`src/rtl/pfs_pkg.sv`:
```
package pfs_pkg;
  typedef enum logic [2:0] {
    ST_INIT = 3'd0,
    ST_IDLE = 3'd1,
    ST_SS   = 3'd2,
    ST_RUN  = 3'd3,
    ST_HIC  = 3'd4,
    ST_LOCK = 3'd5
  } pfs_state_e;

  localparam int REG_AW = 3;
  localparam int REG_DW = 8;

  localparam logic [REG_AW-1:0] A_CTRL  = 3'd0;
  localparam logic [REG_AW-1:0] A_DROP  = 3'd1;
  localparam logic [REG_AW-1:0] A_RESP  = 3'd2;
  localparam logic [REG_AW-1:0] A_STAT  = 3'd3;
  localparam logic [REG_AW-1:0] A_PHFLT = 3'd4;

  localparam logic [1:0] RC_REPORT = 2'b00;
  localparam logic [1:0] RC_HIC    = 2'b01;
  localparam logic [1:0] RC_LOCK   = 2'b10;
endpackage

```
`src/rtl/pfs_regs.sv`:
```
module pfs_regs
  import pfs_pkg::*;
#(
  parameter int N_PH = 6
) (
  input  logic              clk,
  input  logic              rst_n,
  input  logic              wr,
  input  logic [REG_AW-1:0] addr,
  input  logic [REG_DW-1:0] wdata,
  input  logic [2:0]        set_stat,
  input  logic [N_PH-1:0]   set_ph,
  output logic              drop_en,
  output logic              ovr_en,
  output logic [N_PH-1:0]   drop_mask,
  output logic [5:0]        resp,
  output logic [2:0]        stat,
  output logic [N_PH-1:0]   phflt,
  output logic [REG_DW-1:0] rdata
);
  localparam int PAD = REG_DW - N_PH;

  logic [2:0]      stat_clr;
  logic [N_PH-1:0] ph_clr;

  always_comb begin
    stat_clr = '0;
    ph_clr   = '0;
    if (wr && addr == A_STAT)  stat_clr = wdata[2:0];
    if (wr && addr == A_PHFLT) ph_clr   = wdata[N_PH-1:0];
  end

  always_ff @(posedge clk or negedge rst_n) begin
    if (!rst_n) begin
      drop_en   <= 1'b0;
      ovr_en    <= 1'b0;
      drop_mask <= '0;
      resp      <= '0;
      stat      <= '0;
      phflt     <= '0;
    end else begin
      if (wr) begin
        case (addr)
          A_CTRL: begin
            drop_en <= wdata[0];
            ovr_en  <= wdata[1];
          end
          A_DROP:  drop_mask <= wdata[N_PH-1:0];
          A_RESP:  resp      <= wdata[5:0];
          default: ;
        endcase
      end
      // a new fault wins over a clear arriving in the same cycle
      stat  <= (stat & ~stat_clr) | set_stat;
      phflt <= (phflt & ~ph_clr) | set_ph;
    end
  end

  always_comb begin
    case (addr)
      A_CTRL:  rdata = {6'b0, ovr_en, drop_en};
      A_DROP:  rdata = {{PAD{1'b0}}, drop_mask};
      A_RESP:  rdata = {2'b0, resp};
      A_STAT:  rdata = {5'b0, stat};
      A_PHFLT: rdata = {{PAD{1'b0}}, phflt};
      default: rdata = '0;
    endcase
  end
endmodule

```
`src/rtl/pfs_limit.sv`:
```
module pfs_limit #(
  parameter int N_PH = 6
) (
  input  logic            clk,
  input  logic            rst_n,
  input  logic            cyc_start,
  input  logic [N_PH-1:0] noc_hit,
  output logic [N_PH-1:0] kill
);
  for (genvar g = 0; g < N_PH; g++) begin : g_ph
    always_ff @(posedge clk or negedge rst_n) begin
      if (!rst_n)         kill[g] <= 1'b0;
      else if (cyc_start) kill[g] <= noc_hit[g];
      else                kill[g] <= kill[g] | noc_hit[g];
    end
  end
endmodule

```
`src/rtl/pfs_seq.sv`:
```
module pfs_seq
  import pfs_pkg::*;
#(
  parameter int N_PH    = 6,
  parameter int SS_CYC  = 16,
  parameter int HIC_CYC = 64
) (
  input  logic            clk,
  input  logic            rst_n,
  input  logic            chip_en,
  input  logic            pwm_en,
  input  logic            dflt_latch,
  input  logic            drop_en,
  input  logic            ovr_en,
  input  logic [N_PH-1:0] drop_mask,
  input  logic [5:0]      resp,
  input  logic            hit_oc2,
  input  logic            hit_noc,
  input  logic            hit_sh,
  output pfs_state_e      state,
  output logic [N_PH-1:0] act_mask
);
  localparam int CNT_MAX    = (SS_CYC > HIC_CYC) ? SS_CYC : HIC_CYC;
  localparam int CW         = $clog2(CNT_MAX + 1);
  localparam int PCW        = $clog2(N_PH + 1);
  localparam int DROP_LIMIT = N_PH / 2;

  logic          mode_q;
  logic [CW-1:0] cnt;
  logic [PCW-1:0] n_drop;
  logic          too_many;
  logic [N_PH-1:0] start_mask;
  logic [1:0]    c_oc2, c_noc, c_sh, c_dflt;
  logic          want_lock, want_hic;

  always_comb begin
    n_drop = '0;
    for (int i = 0; i < N_PH; i++) n_drop = n_drop + PCW'(drop_mask[i]);
  end

  assign too_many   = drop_en && (n_drop > PCW'(DROP_LIMIT));
  assign start_mask = drop_en ? ~drop_mask : '1;

  always_comb begin
    c_dflt = mode_q ? RC_LOCK : RC_HIC;
    c_oc2  = ovr_en ? resp[1:0] : c_dflt;
    c_noc  = ovr_en ? resp[3:2] : c_dflt;
    c_sh   = ovr_en ? resp[5:4] : c_dflt;
    want_lock = (hit_oc2 && c_oc2[1]) || (hit_noc && c_noc[1]) ||
                (hit_sh && c_sh[1]);
    want_hic  = (hit_oc2 && c_oc2 == RC_HIC) || (hit_noc && c_noc == RC_HIC) ||
                (hit_sh && c_sh == RC_HIC);
  end

  always_ff @(posedge clk or negedge rst_n) begin
    if (!rst_n) begin
      state    <= ST_INIT;
      mode_q   <= 1'b0;
      cnt      <= '0;
      act_mask <= '0;
    end else if (!chip_en) begin
      state <= ST_INIT;
      cnt   <= '0;
    end else begin
      case (state)
        ST_INIT: begin
          mode_q <= dflt_latch;
          state  <= ST_IDLE;
        end
        ST_IDLE: begin
          if (pwm_en) begin
            cnt <= '0;
            if (too_many) state <= ST_LOCK;
            else begin
              act_mask <= start_mask;
              state    <= ST_SS;
            end
          end
        end
        ST_SS, ST_RUN: begin
          if (!pwm_en)        state <= ST_IDLE;
          else if (want_lock) state <= ST_LOCK;
          else if (want_hic) begin
            state <= ST_HIC;
            cnt   <= '0;
          end else if (state == ST_SS) begin
            if (cnt == CW'(SS_CYC - 1)) state <= ST_RUN;
            else                        cnt   <= cnt + 1'b1;
          end
        end
        ST_HIC: begin
          if (cnt == CW'(HIC_CYC - 1)) state <= ST_IDLE;
          else                         cnt   <= cnt + 1'b1;
        end
        ST_LOCK: begin
          if (!pwm_en) state <= ST_IDLE;
        end
        default: state <= ST_INIT;
      endcase
    end
  end
endmodule

```
`src/rtl/phase_fault_supervisor.sv`:
```
module phase_fault_supervisor
  import pfs_pkg::*;
#(
  parameter int N_PH    = 6,
  parameter int SS_CYC  = 16,
  parameter int HIC_CYC = 64
) (
  input  logic              clk,
  input  logic              rst_n,
  input  logic              chip_en_i,
  input  logic              pwm_en_i,
  input  logic              dflt_latch_i,
  input  logic              cyc_start_i,
  input  logic [N_PH-1:0]   oc2_i,
  input  logic [N_PH-1:0]   noc_i,
  input  logic [N_PH-1:0]   short_i,
  input  logic              reg_wr_i,
  input  logic [REG_AW-1:0] reg_addr_i,
  input  logic [REG_DW-1:0] reg_wdata_i,
  output logic [REG_DW-1:0] reg_rdata_o,
  output logic [N_PH-1:0]   ph_en_o,
  output logic [N_PH-1:0]   sync_kill_o,
  output logic              fault_n_o,
  output logic [2:0]        state_o
);
  pfs_state_e      state;
  logic [N_PH-1:0] act_mask, live_mask;
  logic [N_PH-1:0] g_oc2, g_noc, g_sh;
  logic            hit_oc2, hit_noc, hit_sh;
  logic            drop_en, ovr_en;
  logic [N_PH-1:0] drop_mask, phflt;
  logic [5:0]      resp;
  logic [2:0]      stat;
  logic            live;

  assign live      = (state == ST_SS) || (state == ST_RUN);
  assign live_mask = live ? act_mask : '0;
  assign g_oc2     = oc2_i & live_mask;
  assign g_noc     = noc_i & live_mask;
  assign g_sh      = short_i & live_mask;
  assign hit_oc2   = |g_oc2;
  assign hit_noc   = |g_noc;
  assign hit_sh    = |g_sh;

  pfs_regs #(.N_PH(N_PH)) u_regs (
    .clk      (clk),
    .rst_n    (rst_n),
    .wr       (reg_wr_i),
    .addr     (reg_addr_i),
    .wdata    (reg_wdata_i),
    .set_stat ({hit_sh, hit_noc, hit_oc2}),
    .set_ph   (g_oc2 | g_noc | g_sh),
    .drop_en  (drop_en),
    .ovr_en   (ovr_en),
    .drop_mask(drop_mask),
    .resp     (resp),
    .stat     (stat),
    .phflt    (phflt),
    .rdata    (reg_rdata_o)
  );

  pfs_seq #(.N_PH(N_PH), .SS_CYC(SS_CYC), .HIC_CYC(HIC_CYC)) u_seq (
    .clk       (clk),
    .rst_n     (rst_n),
    .chip_en   (chip_en_i),
    .pwm_en    (pwm_en_i),
    .dflt_latch(dflt_latch_i),
    .drop_en   (drop_en),
    .ovr_en    (ovr_en),
    .drop_mask (drop_mask),
    .resp      (resp),
    .hit_oc2   (hit_oc2),
    .hit_noc   (hit_noc),
    .hit_sh    (hit_sh),
    .state     (state),
    .act_mask  (act_mask)
  );

  pfs_limit #(.N_PH(N_PH)) u_limit (
    .clk      (clk),
    .rst_n    (rst_n),
    .cyc_start(cyc_start_i),
    .noc_hit  (g_noc),
    .kill     (sync_kill_o)
  );

  assign ph_en_o   = live_mask;
  assign fault_n_o = ~((|stat) | (|phflt));
  assign state_o   = state;
endmodule

```
`config.mk`:
```
export PLATFORM = sky130hd
export DESIGN_NAME = phase_fault_supervisor
export DESIGN_NICKNAME = d
export VERILOG_FILES = /design/src/rtl/pfs_pkg.sv /design/src/rtl/pfs_regs.sv /design/src/rtl/pfs_limit.sv /design/src/rtl/pfs_seq.sv /design/src/rtl/phase_fault_supervisor.sv
export SDC_FILE = /design/constraint.sdc
export NUM_CORES = 1
export LEC_CHECK = 0
export ABC_CLOCK_PERIOD_IN_PS = 2600
export BUFFER_PORTS_ARGS = -buffer_cell sky130_fd_sc_hd__buf_4
export CORE_MARGIN = 5
export CORE_UTILIZATION = 50
export DETAILED_ROUTE_END_ITERATION = 8
export PLACE_DENSITY = 0.86
export SKIP_CTS_REPAIR_TIMING = 1
export SYNTH_ARGS = -nofsm -noshare
export SYNTH_HDL_FRONTEND = slang
export SYNTH_HIERARCHICAL = 1
export SYNTH_SLANG_ARGS = --single-unit
```
`constraint.sdc`:
```
create_clock -name clk -period 2.6 [get_ports clk]
set_input_delay 0.39 -clock clk [delete_from_list [all_inputs] [get_ports clk]]
set_output_delay 0.39 -clock clk [all_outputs]
set_load 0.03 [all_outputs]
```
==> metrics.md <==
| Metric | Value |
|---|---|
| Final setup margin | `-0.153 ns` |
| Final WL | `7350 µm` |
| Placed Cells | `407` |
| I/O Pins | `60` |
| Synth Register Bits | `46` |
| Full die area | `0.00734 mm²` |
| Depth of the CTS H-tree | `2` |
| Crit Path Category | `flip-flop to flip-flop` |
| P_sw | `1.43 mW` |
| Sequential fraction of the synthesis area | `0.402` |
| Critical Path, Cell by Cell | `fa_1, inv_2, fa_2, inv_2, ha_4, nand2_2, nor2_1, o21ai_1, nand2_1, nor2_4, mux2_4` |
| Final TNS setup | `-0.877 ns` |
| Chip height | `85.7 µm` |
| Overall Power | `3.41 mW` |
| Post-synthesis cell area | `0.00286 mm²` |
| Layout Skew | `0.0107 ns` |
| Final ANT Viol Nets | `0` |
| N_diodes | `0` |
| Fin. Hold Viols | `0` |
| Total gr overflow | `0` |
| CTS tree | `built` |
| P_leak | `1.64 nW` |
| Clk Latency, worst-skew pair | `0.31 ns` |
| Highest routed layer | `met4` |
| Slew Limit Fails | `0` |
| Mux cell area share after synthesis | `0.108` |
| Power Dens Cells | `963 mW/mm²` |
| Failing checks | `setup timing` |
| Post-synth EDFFs | `0` |
| Met2 WL | `3580 µm` |
| Main combinational cell family by area after synthesis | `compound AO/OA/AOI/OAI gates` |
| Horiz. Die Dim | `85.7 µm` |
| Starting Density | `0.517` |
| Crit path top cell by count | `inv_2` |
| Sw Ratio | `0.418` |
| Post-Syn Area per Cell | `10.2 µm²` |
| Number of global-route vias before repair | `2,552` |
| Layout cell share with drive strength beyond 1 | `0.340` |
| Clock slew at reported path FFs | `0.09 ns` |
| Synth cell types | `69` |
| Drt via density | `6.18` |
| CP delay by family, top | `adder cells` |
| Drt wl/cell | `17.7 µm` |
| Comb pwr share | `0.496` |
| Xor/xnor share of the synthesized area | `0` |
| Max-cap violations | `0` |
| Fin cells | `416` |
| Crit Reg-Reg Startpoint | `u_regs/drop_mask[1]$_DFFE_PN0P_` |
| M1 wire length | `3240 µm` |
| Core Util, Final | `0.639` |
| Yosys warns | `6` |
| Largest net degree at the start of global routing | `47` |
| Sequential share of power | `0.341` |
| CTS Root Buffer Type | `clkbuf_8` |
| Sink Count | `46` |
| Critical Path RT | `2.80 ns` |
| CTS buffer count | `5` |
| Unrepaired setup endpoints after global routing | `true` |
| Cells after Synth | `282` |
| Core Area | `0.00554 mm²` |
| Min Tclk post-route | `2.75 ns` |
| Most common cell after layout, fill and taps aside | `buf_4` |
| Worst Path Arrival | `2.95 ns` |
| TritonRoute pass-1 iters | `8` |
| Status | `complete, but fails checks` |
| Placer Congestion | `0.851` |
| Reg2Reg Setup Slack | `-0.15 ns` |
| Tot GR Track Use | `0.210` |
| Place WS | `-0.0862 ns` |
| CP bufs+invs | `2` |
| Hold crit path type | `input pin to async pin` |
| Startpoint types | `flip-flop` |
| Ys flop type | `dfrtp_1` |
| Wire length on met3 | `449 µm` |
| Post-Synth Adder-Cell Area | `0.0227` |
| Crit end category | `flip-flop` |
| # rows | `27` |
| Fmax | `363 MHz` |
| Worst Path Max Fanout | `6` |
| Worst path slowest cell | `fa_1` |
| Reg2reg end | `u_seq/act_mask[0]$_DFFE_PN0P_` |
| Async set-reset flop share out of synthesis | `1.00` |
| DR DRC count | `0` |
| Maximum VDD drop | `0.000515 V` |
| Synth Area in Simple Gates | `0.204` |
| I/O Buffers | `55` |
| Final #Nets | `383` |
| Layout area overhead | `23.7%` |
| Worst r2r path cells | `11` |
| Slew @ Worst Pin | `0.582 ns` |
| Most frequent cells in the layout | `buf_4 (65), dfrtp_1 (46), nand2_1 (26)` |
| Clk pwr share | `0.163` |
| Slowest Stage Delay on Critical Path | `0.56 ns` |
| Final setup vio count | `6` |
| DP HPWL | `5520 µm` |
| Initial antenna violation count | `0` |
| Max_slew headroom | `0.612` |
| Fin crit share | `1.06` |
| First-pass GRT wire length | `12,400 µm` |
| Synth Area in Compound Gates | `0.226` |
| Clock Path Buffers | `2` |
| Iter 0 DRT Violations | `192` |
| Via Count | `2,569` |
| Total internal power | `1.98 mW` |
[synthesized netlist by cell type (all sizes together), types with 3 or more instances]
cell type	n	share of area
a21o	17	0.045
a21oi	5	0.0087
a22oi	13	0.034
a31oi	7	0.017
and2	8	0.017
and3	7	0.015
and4b	4	0.015
buf	10	0.021
dfrtp	46	0.40
inv	9	0.012
mux2	22	0.087
mux2i	6	0.021
nand2	27	0.035
nand2b	5	0.014
nand3	4	0.0070
nor2	15	0.023
nor3	4	0.0070
nor3b	3	0.012
nor4	3	0.0087
o211ai	3	0.0096
o21ai	11	0.021
o22ai	4	0.0087
o2bb2ai	3	0.0092
o311a	6	0.021
[state kept, by name, indices dropped and copies added, names as in the netlist]
register / cells
u_seq/state: 3
u_regs/ovr_en: 1
u_seq/cnt: 7
u_regs/phflt: 6
u_regs/drop_mask: 6
u_limit/kill: 6
u_regs/drop_en: 1
u_regs/stat: 3
u_seq/mode_q: 1
u_regs/resp: 6
u_seq/act_mask: 6
[stage by stage]
stage	instance area, µm²	hold WS [ns]
floorplan	2870	0.0944
detailed placement	3370	0.433
global route	3540	0.122
CTS	3480	0.0911
finish	3540	0.0756
global placement	3370	0.420
[power groups by stage]
| stage | Clock, mW | Sequential [mW] | Combinational, mW |
|---|---|---|---|
| after floorplan | 0 | 1.21 | 0.977 |
| after global placement | 0 | 1.16 | 1.53 |
| after detailed placement | 0 | 1.17 | 1.57 |
| after CTS | 0.569 | 1.16 | 1.58 |
| after global routing | 0.593 | 1.20 | 1.83 |
| final | 0.557 | 1.16 | 1.69 |
[layout make-up]
class	instances	area, µm²
clock buffer	5	68.8
clock inverter	3	47.5
fill	462	2000
inverter	9	33.8
multi-input combinational	216	1660
sequential	46	1150
tap	72	90.1
timing repair buffer	65	488
[metal layers]
layer	global-route usage	vias to the layer above
met2	0.340	99
met4	0.0518	0
met5	0	-
li1	-	1191
met3	0.0538	12
met1	0.282	1267
[worst max-delay path by stage]
stage,from,end,slack (ns),cells after the start
after detailed placement,u_regs/drop_mask[0]$_DFFE_PN0P_,u_seq/act_mask[3]$_DFFE_PN0P_,-0.09,11
after global placement,u_regs/drop_mask[0]$_DFFE_PN0P_,u_seq/act_mask[5]$_DFFE_PN0P_,0.01,11
final,u_regs/drop_mask[1]$_DFFE_PN0P_,u_seq/act_mask[0]$_DFFE_PN0P_,-0.15,11
after global routing,u_regs/drop_mask[1]$_DFFE_PN0P_,u_seq/act_mask[0]$_DFFE_PN0P_,-0.21,11
after CTS,u_regs/drop_mask[0]$_DFFE_PN0P_,u_seq/act_mask[5]$_DFFE_PN0P_,-0.10,11
after floorplan,u_regs/drop_mask[0]$_DFFE_PN0P_,u_seq/act_mask[0]$_DFFE_PN0P_,0.03,11
[cells by family (layout without fill, tap and decap cells)]
group                      after synthesis  in the layout
AOI/OAI and AO/OA                       86             86
adders and majority gates                4              4
buffers and inverters                   21             82
DFF                                     46             46
muxes                                   28             28
other                                    1              2
and+or+nand+nor                         96             96
Note: power is estimated with default switching activity, not from simulation.
